`config.mk`:
```
export PLATFORM = sky130hd
export DESIGN_NAME = wsg_top
export DESIGN_NICKNAME = d
export VERILOG_FILES = /design/src/rtl/wsg_pkg.sv /design/src/rtl/wsg_region_sel.sv /design/src/rtl/wsg_stall_ctr.sv /design/src/rtl/wsg_top.sv
export SDC_FILE = /design/constraint.sdc
export NUM_CORES = 1
export LEC_CHECK = 0
export BUFFER_PORTS_ARGS = -buffer_cell sky130_fd_sc_hd__buf_4
export CORE_AREA = 2 2 39 41
export DETAILED_ROUTE_END_ITERATION = 7
export DIE_AREA = 0 0 41 43
export GPL_ROUTABILITY_DRIVEN = 0
export HOLD_SLACK_MARGIN = 0.08
export PLACE_DENSITY = 0.71
export SYNTH_ARGS = -nofsm -noshare
export SYNTH_HDL_FRONTEND = slang
export SYNTH_HIERARCHICAL = 1
export SYNTH_SLANG_ARGS = --single-unit
```
`constraint.sdc`:
```
create_clock -name clk -period 3.35 [get_ports clk]
set_clock_uncertainty 0.05 [all_clocks]
set_input_delay 0.1675 -clock clk [delete_from_list [all_inputs] [get_ports clk]]
set_output_delay 0.1675 -clock clk [all_outputs]
set_load 0.02 [all_outputs]
```
`src/rtl/wsg_pkg.sv`:
```
package wsg_pkg;
  typedef enum logic {
    ST_IDLE  = 1'b0,
    ST_STALL = 1'b1
  } wsg_state_e;
endpackage

```
`src/rtl/wsg_region_sel.sv`:
```
module wsg_region_sel #(
  parameter int REGION_BITS = 2,
  parameter int CNT_W       = 4,
  localparam int NREG       = 1 << REGION_BITS
) (
  input  logic [REGION_BITS-1:0] region_i,
  input  logic [NREG*CNT_W-1:0]  table_i,
  output logic [CNT_W-1:0]       count_o
);
  logic [CNT_W-1:0] slot [NREG];

  // region r owns field [r*CNT_W +: CNT_W]
  for (genvar g = 0; g < NREG; g++) begin : g_slot
    assign slot[g] = table_i[g*CNT_W +: CNT_W];
  end

  assign count_o = slot[region_i];
endmodule

```
`src/rtl/wsg_stall_ctr.sv`:
```
module wsg_stall_ctr
  import wsg_pkg::*;
#(
  parameter int CNT_W = 4
) (
  input  logic             clk,
  input  logic             rst,
  input  logic             start_i,
  input  logic [CNT_W-1:0] load_cnt_i,
  input  logic             ready_i,
  output logic             wait_n_o
);
  wsg_state_e       state_q;
  logic [CNT_W-1:0] cnt_q;
  logic             wait_n_q;
  logic             rst_d_q;

  // falling-edge registers keep every wait change inside the low phase
  always_ff @(negedge clk) begin
    if (rst) begin
      state_q  <= ST_IDLE;
      cnt_q    <= '0;
      wait_n_q <= 1'b1;
    end else begin
      case (state_q)
        ST_IDLE: begin
          if (start_i && ((load_cnt_i != '0) || !ready_i)) begin
            state_q  <= ST_STALL;
            wait_n_q <= 1'b0;
            cnt_q    <= (load_cnt_i == '0) ? '0 : load_cnt_i - 1'b1;
          end
        end
        ST_STALL: begin
          if (cnt_q != '0) begin
            cnt_q <= cnt_q - 1'b1;
          end else if (ready_i) begin
            state_q  <= ST_IDLE;
            wait_n_q <= 1'b1;
          end
        end
        default: state_q <= ST_IDLE;
      endcase
    end
  end

  assign wait_n_o = wait_n_q;

  always_ff @(negedge clk) rst_d_q <= rst;

  always @(negedge clk) begin
    if (rst_d_q) begin
      AST_RESET_HIGH: assert (wait_n_q) else $error("wait low after reset");
    end
  end

  AST_LOAD_STALL: assert property (@(negedge clk) disable iff (rst)
    (wait_n_q && start_i && load_cnt_i != '0)
      |=> (!wait_n_q && cnt_q == CNT_W'($past(load_cnt_i) - 1'b1))) else $error("load");
  AST_COUNT_HOLD: assert property (@(negedge clk) disable iff (rst)
    (!wait_n_q && cnt_q != '0) |=> !wait_n_q) else $error("count hold");
  AST_ZERO_PASS: assert property (@(negedge clk) disable iff (rst)
    (wait_n_q && start_i && load_cnt_i == '0 && ready_i) |=> wait_n_q) else $error("zero");
  AST_READY_HOLD: assert property (@(negedge clk) disable iff (rst)
    (!wait_n_q && !ready_i) |=> !wait_n_q) else $error("ready hold");
  AST_RELEASE: assert property (@(negedge clk) disable iff (rst)
    (!wait_n_q && cnt_q == '0 && ready_i) |=> wait_n_q) else $error("release");
  AST_BUSY_IGNORE: assert property (@(negedge clk) disable iff (rst)
    (!wait_n_q && cnt_q != '0) |=> (cnt_q == CNT_W'($past(cnt_q) - 1'b1))) else $error("busy");
endmodule

```
`src/rtl/wsg_top.sv`:
```
module wsg_top #(
  parameter int REGION_BITS = 2,
  parameter int CNT_W       = 4,
  localparam int NREG       = 1 << REGION_BITS
) (
  input  logic                   clk,
  input  logic                   rst,
  input  logic                   acc_valid_i,
  input  logic [REGION_BITS-1:0] addr_top_i,
  input  logic [NREG*CNT_W-1:0]  region_wait_i,
  input  logic                   ready_i,
  output logic                   wait_n_o
);
  logic [CNT_W-1:0] sel_cnt;

  wsg_region_sel #(
    .REGION_BITS(REGION_BITS),
    .CNT_W      (CNT_W)
  ) u_sel (
    .region_i(addr_top_i),
    .table_i (region_wait_i),
    .count_o (sel_cnt)
  );

  wsg_stall_ctr #(
    .CNT_W(CNT_W)
  ) u_ctr (
    .clk       (clk),
    .rst       (rst),
    .start_i   (acc_valid_i),
    .load_cnt_i(sel_cnt),
    .ready_i   (ready_i),
    .wait_n_o  (wait_n_o)
  );
endmodule

```
==> summary.md, run 1 <==
| Metric | Value |
|---|---|
| Min-Delay Path Class | reg2reg |
| Static Leak | about 0.38 nW |
| Seq cells post-synth | 6 |
| Row Count | 14 |
| Worst hold slack | 446 ps |
| Post-synth top cells | 6 x dfxtp_1, 5 x inv_1, 4 x mux4_1, 4 x nor2_1, 4 x nor3_1 |
| Worst hold path endpoint | u_ctr/cnt_q[1] |
| Worst skew pair latency | ~320 ps |
| Share of the synthesized area in the top cell type | 22.9% |
| Final worst setup slack | -42.8 ps |
| Post-place setup slack | -442 ps |
| Synth unique cells | 32 |
| Syn Nets | 80 |
| Violated checks | setup timing |
| Final core occ | roughly 59% |
| DRC Markers | 0 |
| Initial Util | roughly 38% |
| Routed wire per std cell | around 13 microns |
| DIE AREA | approximately 1800 sq um |
| Register area share after synthesis | 22.9% |
| RSZ-0062 raised after global routing | true |
| Core box area | 1380 sq um |
| Final Hold Fails | 0 |
| Startpoint types | input pin |
| Primary FF master, synth | dfxtp_1 |
| Initial DRT Pass Iterations | 4 |
| Vias per cell | 5.61 |
| P per Cell Area | around 400 nW/um^2 |
| Critical Path RT | between 1500 and 2000 ps |
| Number of global-route vias before repair | roughly 600 |
| Area Growth Syn to Fin | 57.0% |
| Top-count cell post-synth | dfxtp_1 |
| Die width | approximately 41 microns |
| Post-Syn Area per Cell | about 9 sq um |
| Yosys warning total | 6 |
| Final setup vio count | 1 |
| Pin count of the biggest net entering global routing | 12 |
| VDD IR max | 0.000191 V |
| Reg2reg end | u_ctr/cnt_q[2] |
| Die Y | 43 microns |
| Top sig layer | met4 |
| Setup Crit Path Kind | in2reg |
| Number of synthesized flops with an enable pin | 0 |
| Mapped Cells | 57 |
| Post-route setup TNS | -42.8 ps |
| Clk pin slew, worst setup/hold paths | about 30 ps |
| DP Wirelength | between 1 and 1.5 mm |
| I/O Buffers | 22 |
| First-pass GRT wire length | 2.28 mm |
| Share of cells above drive strength 1 | about 47% |
| DR vias | a little over 600 |
| Grt total ovfl | 0 |
| Post-synth ARST share | 0% |
| Synth area leader | dfxtp_1 |
| Hold_buf cts | 0 |
| Gr usage total | 20.1% |
| Syn Std Cell Area | about 520 sq um |
| CP endpoint kind | flop |
| Worst EP arrival | approximately 1900 ps |
| Worst hold start | u_ctr/cnt_q[1] |
| I/O pins | 23 |
| Worst-Margin Slew | about 340 ps |
| Critical path fanouts, max | 4 |
| Post-route antenna net violation count | 0 |
| Slew Viols, Final | 0 |
| WHS Path Cells | 2 |
| WL final | 1.40 mm |
| ANT cells | 0 |
| Nets@finish | approximately 120 |
| Relative slew slack | 77.3% |
| Clock sinks | 6 |
| CTS Buf Count | 3 |
| Worst r2r path cells | 6 |
| Iter 0 DRT Violations | 17 |
| CTS tree | done |
| Root buffer selected by CTS | clkbuf_4 |
| Met2 WL | between 700 and 800 microns |
| R2R Path Start | u_ctr/cnt_q[0] |
| H-tree depth | 1 |
| M1 WL | 523 microns |
| Routed wl met3 | around 88 microns |
| Max clock buf depth | 2 |
| Status | complete, but fails checks |
| Max Cap Viol | 0 |
| Reg-to-reg slack, setup | 1710 ps |
| Area contributors post-synth | dfxtp_1 23%, mux4_1 20%, nor3_1 3.8% |
| Antenna violations before repair | 0 |
==> cell usage in the layout (no fill, tap or decap) <==
cell       Yosys  final
a211o_2        1      1
a211oi_1       1      1
a21oi_1        3      3
a2bb2oi_1      1      1
a32o_1         1      1
and3_1         1      1
buf_4          0     29
buf_8          0      1
clkbuf_4       0      3
dfxtp_1        6      6
ha_1           1      1
inv_1          5     10
mux4_1         4      2
mux4_2         0      2
nand2_1        3      3
nand2b_1       2      2
nor2_1         4      4
nor2b_1        1      1
nor3_1         4      3
nor3_4         0      1
nor3b_1        1      1
nor4_1         1      1
o2111ai_1      1      1
o211a_4        1      1
o211ai_1       1      1
o21a_1         1      1
o21ai_0        2      1
o21ai_2        0      1
o22ai_1        2      2
o31ai_2        1      1
o32ai_1        1      1
or2_4          0      2
or3_1          1      1
or3b_2         1      1
or3b_4         0      1
==> worst max-delay path by stage <==
stage,start,to,cells after the start
after floorplan,addr_top_i[0],u_ctr/cnt_q[2],5
after global placement,addr_top_i[0],u_ctr/cnt_q[2],6
after CTS,addr_top_i[0],u_ctr/cnt_q[2],6
final,addr_top_i[0],u_ctr/cnt_q[2],6
after global routing,addr_top_i[0],u_ctr/cnt_q[2],6
after detailed placement,addr_top_i[0],u_ctr/cnt_q[2],6
==> critical path, cell delays in order <==
cell     delay [ps]
buf_8            90
mux4_2          500
or3b_4          410
o211a_4         250
or2_4           230
a32o_1          210
==> per-stage QoR <==
| step | instance area [sq um] | total power [mW] | std cells |
|---|---|---|---|
| after detailed placement | 747 | 0.228 | 100 |
| after floorplan | 519 | 0.179 | 57 |
| after global placement | 747 | 0.225 | 100 |
| final | 823 | 0.330 | 109 |
| after CTS | 803 | 0.327 | 108 |
| after global routing | 823 | 0.355 | 109 |
==> final cells by class <==
| type | count | area (sq um) |
|---|---|---|
| fill | 131 | 561 |
| multi-input combinational | 44 | 390 |
| inverter | 4 | 15.0 |
| timing repair buffer | 30 | 233 |
| clock inverter | 6 | 22.5 |
| sequential | 6 | 120 |
| clock buffer | 3 | 22.5 |
| tap | 16 | 20.0 |
==> logic make-up after synthesis <==
family	Yosys count	synth area share, %
and+or+nand+nor	22	23.2
adders and majority gates	1	2.39
AOI/OAI and AO/OA	17	26.0
buffers and inverters	7	5.49
muxes	4	20.0
DFF	6	22.9
==> repair_timing <==
item                                    in CTS  in global routing
pin swaps                                    3                  3
buffers inserted                             0                  1
resized for setup                            5                  3
endpoints found under the hold margin        0                  0
endpoints found under the setup margin       4                  4
cloned                                       0                  0
==> registers in the layout, indices dropped and copies added (netlist names) <==
register	count
u_ctr/cnt_q	4
u_ctr/wait_n_o	1
u_ctr/state_q	1
==> per-layer routing <==
metal | up-vias | GRT usage, %
met5 | - | 0
met2 | 27 | 31.3
met1 | 279 | 19.2
met3 | 6 | 5.76
li1 | 299 | -
met4 | 0 | 19.3
==> power by group <==
group / switching (mW) / leakage, nW / total, mW / internal (mW)
Combinational: 0.0566 / 0.288 / 0.133 / 0.0760
Sequential: 0.0115 / 0.0498 / 0.0947 / 0.0832
Clock: 0.0520 / 0.0458 / 0.103 / 0.0508
No activity file was read; power rests on OpenSTA's default activity.
==> inputs of run 2 (changes only) <==
SETUP_SLACK_MARGIN = 0.02   (was not set)
==> summary.md, run 2 (synthesis results as in run 1) <==
| Metric | Value |
|---|---|
| Row Count | 14 (unchanged) |
| Routed wire per std cell | 12.9 microns (+0.79%) |
| Max reg flops | 4 (unchanged) |
| Setup Crit Path Kind | in2reg |
| CTS Buf Count | 3 (unchanged) |
| Root buffer selected by CTS | clkbuf_4 |
| First-pass GRT wire length | 2.27 mm (-0.57%) |
| Final worst setup slack | -42.0 ps (+0.850 ps) |
| Pin count of the biggest net entering global routing | 12 (unchanged) |
| Worst r2r path cells | 6 (unchanged) |
| Finished Cell Area | 823 sq um (unchanged) |
| Vias per cell | 5.60 (-0.16%) |
| Gr usage total | 20.0% (-0.10 points) |
| Commonest non-fill, non-tap cell in the layout | buf_4 |
| Commonest non-fill, non-tap cells in the layout | 29 x buf_4, 10 x inv_1, 6 x dfxtp_1 |
| Die Y | 43 microns (unchanged) |
| Final core occ | 59.5% (unchanged) |
| Initial DRT Pass Iterations | 4 (unchanged) |
| Min-Delay Path Class | reg2reg |
| Max Cap Viol | 0 (unchanged) |
| Status | complete, but fails checks |
| Clk pin slew, worst setup/hold paths | 30 ps (about the same) |
| Critical path fanouts, max | 4 (unchanged) |
| Startpoint types | input pin |
| Initial Util | 37.9% (unchanged) |
| Worst-Margin Slew | 352 ps (+12.3 ps) |
| Final Power | 0.330 mW (about the same) |
| ANT cells | 0 (unchanged) |
| Slew Viols, Final | 0 (unchanged) |
| RSZ-0062 raised after global routing | true |
| Placement Cell Area | 747 sq um (unchanged) |
| FF/Latch Area | 120 sq um (unchanged) |
| WL final | 1.41 mm (+0.79%) |
| Antenna violations before repair | 0 (unchanged) |
| CP endpoint kind | flop |
| CTS tree | done |
| WHS Path Cells | 2 (unchanged) |
| Worst EP arrival | 1870 ps (about the same) |
| Max clock buf depth | 2 (unchanged) |
| Number of global-route vias before repair | 597 (-0.17%) |
| Die width | 41 microns (unchanged) |
| DP Wirelength | 1.09 mm (unchanged) |
| DIE AREA | 1760 sq um (unchanged) |
| I/O pins | 23 (unchanged) |
| DR vias | 610 (-0.16%) |
| H-tree depth | 1 (unchanged) |
| Relative slew slack | 76.5% (-0.82 points) |
| Multi-input gate area | 390 sq um (unchanged) |
| Clock sinks | 6 (unchanged) |
| Static Leak | 0.383 nW (about the same) |
| Violated checks | setup timing |
| VDD IR max | 0.000192 V (+0.24%) |
| Final Hold Fails | 0 (unchanged) |
| P per Cell Area | 401 nW/um^2 (about the same) |
| Largest Register | u_ctr/cnt_q |
| Core box area | 1380 sq um (unchanged) |
| Final setup vio count | 2 (+1) |
| Area Growth Syn to Fin | 57.0% (unchanged) |
| Fillers | 131 (unchanged) |
| Iter 0 DRT Violations | 13 (-4) |
| Share of cells above drive strength 1 | 47.3% (unchanged) |
| Critical Path RT | 1830 ps (about the same) |
| Post-route antenna net violation count | 0 (unchanged) |
| Nets@finish | 118 (unchanged) |
| Grt total ovfl | 0 (unchanged) |
| Post-route setup TNS | -45.0 ps (-2.16 ps) |
| DRC Markers | 0 (unchanged) |
| I/O Buffers | 22 (unchanged) |
| Worst skew pair latency | 320 ps (about the same) |
-- run 2: cell counts in the layout (fill, tap and decap cells not counted) --
No cell type changed its count.
-- run 2: per-layer routing --
layer	part of all wire [%]	global-route usage (%)	up-vias
met5	0	0	-
met4	4.8	19.3	0
met3	6.5	5.76	6
met2	51	31.3	31
met1	38	18.9	275
li1	-	-	298
-- run 2: final timing paths --
check / from / endpoint / slack, ps
setup / recovery: addr_top_i[0] / u_ctr/cnt_q[2] / -40
hold / removal: u_ctr/cnt_q[1] / u_ctr/cnt_q[1] / 440
setup reg to reg: u_ctr/cnt_q[0] / u_ctr/cnt_q[2] / 1700
hold reg to reg: u_ctr/cnt_q[1] / u_ctr/cnt_q[1] / 440
-- run 2: layout make-up --
class | count | share of cell area (%)
multi-input cells | 44 | 47.4
repair buffers | 30 | 28.3
flip-flops and latches | 6 | 14.6
clock buffers | 3 | 2.74
clock inverters | 6 | 2.74
well taps | 16 | 2.43
inverters | 4 | 1.82
-- run 2: what timing repair did --
action	4_1_cts	5_1_grt
buffers inserted	0	1
resized for setup	5	3
pin swaps	6	2
hold buffers	0	0
endpoints found under the hold margin	0	0
setup endpoints to repair	4	4
-- run 2: worst max-delay path: stages --
cell,delay [ps]
buf_8,90
mux4_2,500
or3b_4,410
o211a_4,250
or2_4,230
a32o_1,210
-- run 2: per-stage QoR --
stage	setup WS, ps	hold slack (ps)	std cells
final	-42.0	435	109
after global routing	-81.0	449	109
after CTS	-59.3	441	108
after detailed placement	-442	444	100
after global placement	-400	440	100
after floorplan	-289	407	57
-- run 2: where the power goes --
group	internal [mW]	switching (mW)
registers	0.0832	0.0116
logic	0.0760	0.0567
clock network	0.0508	0.0520
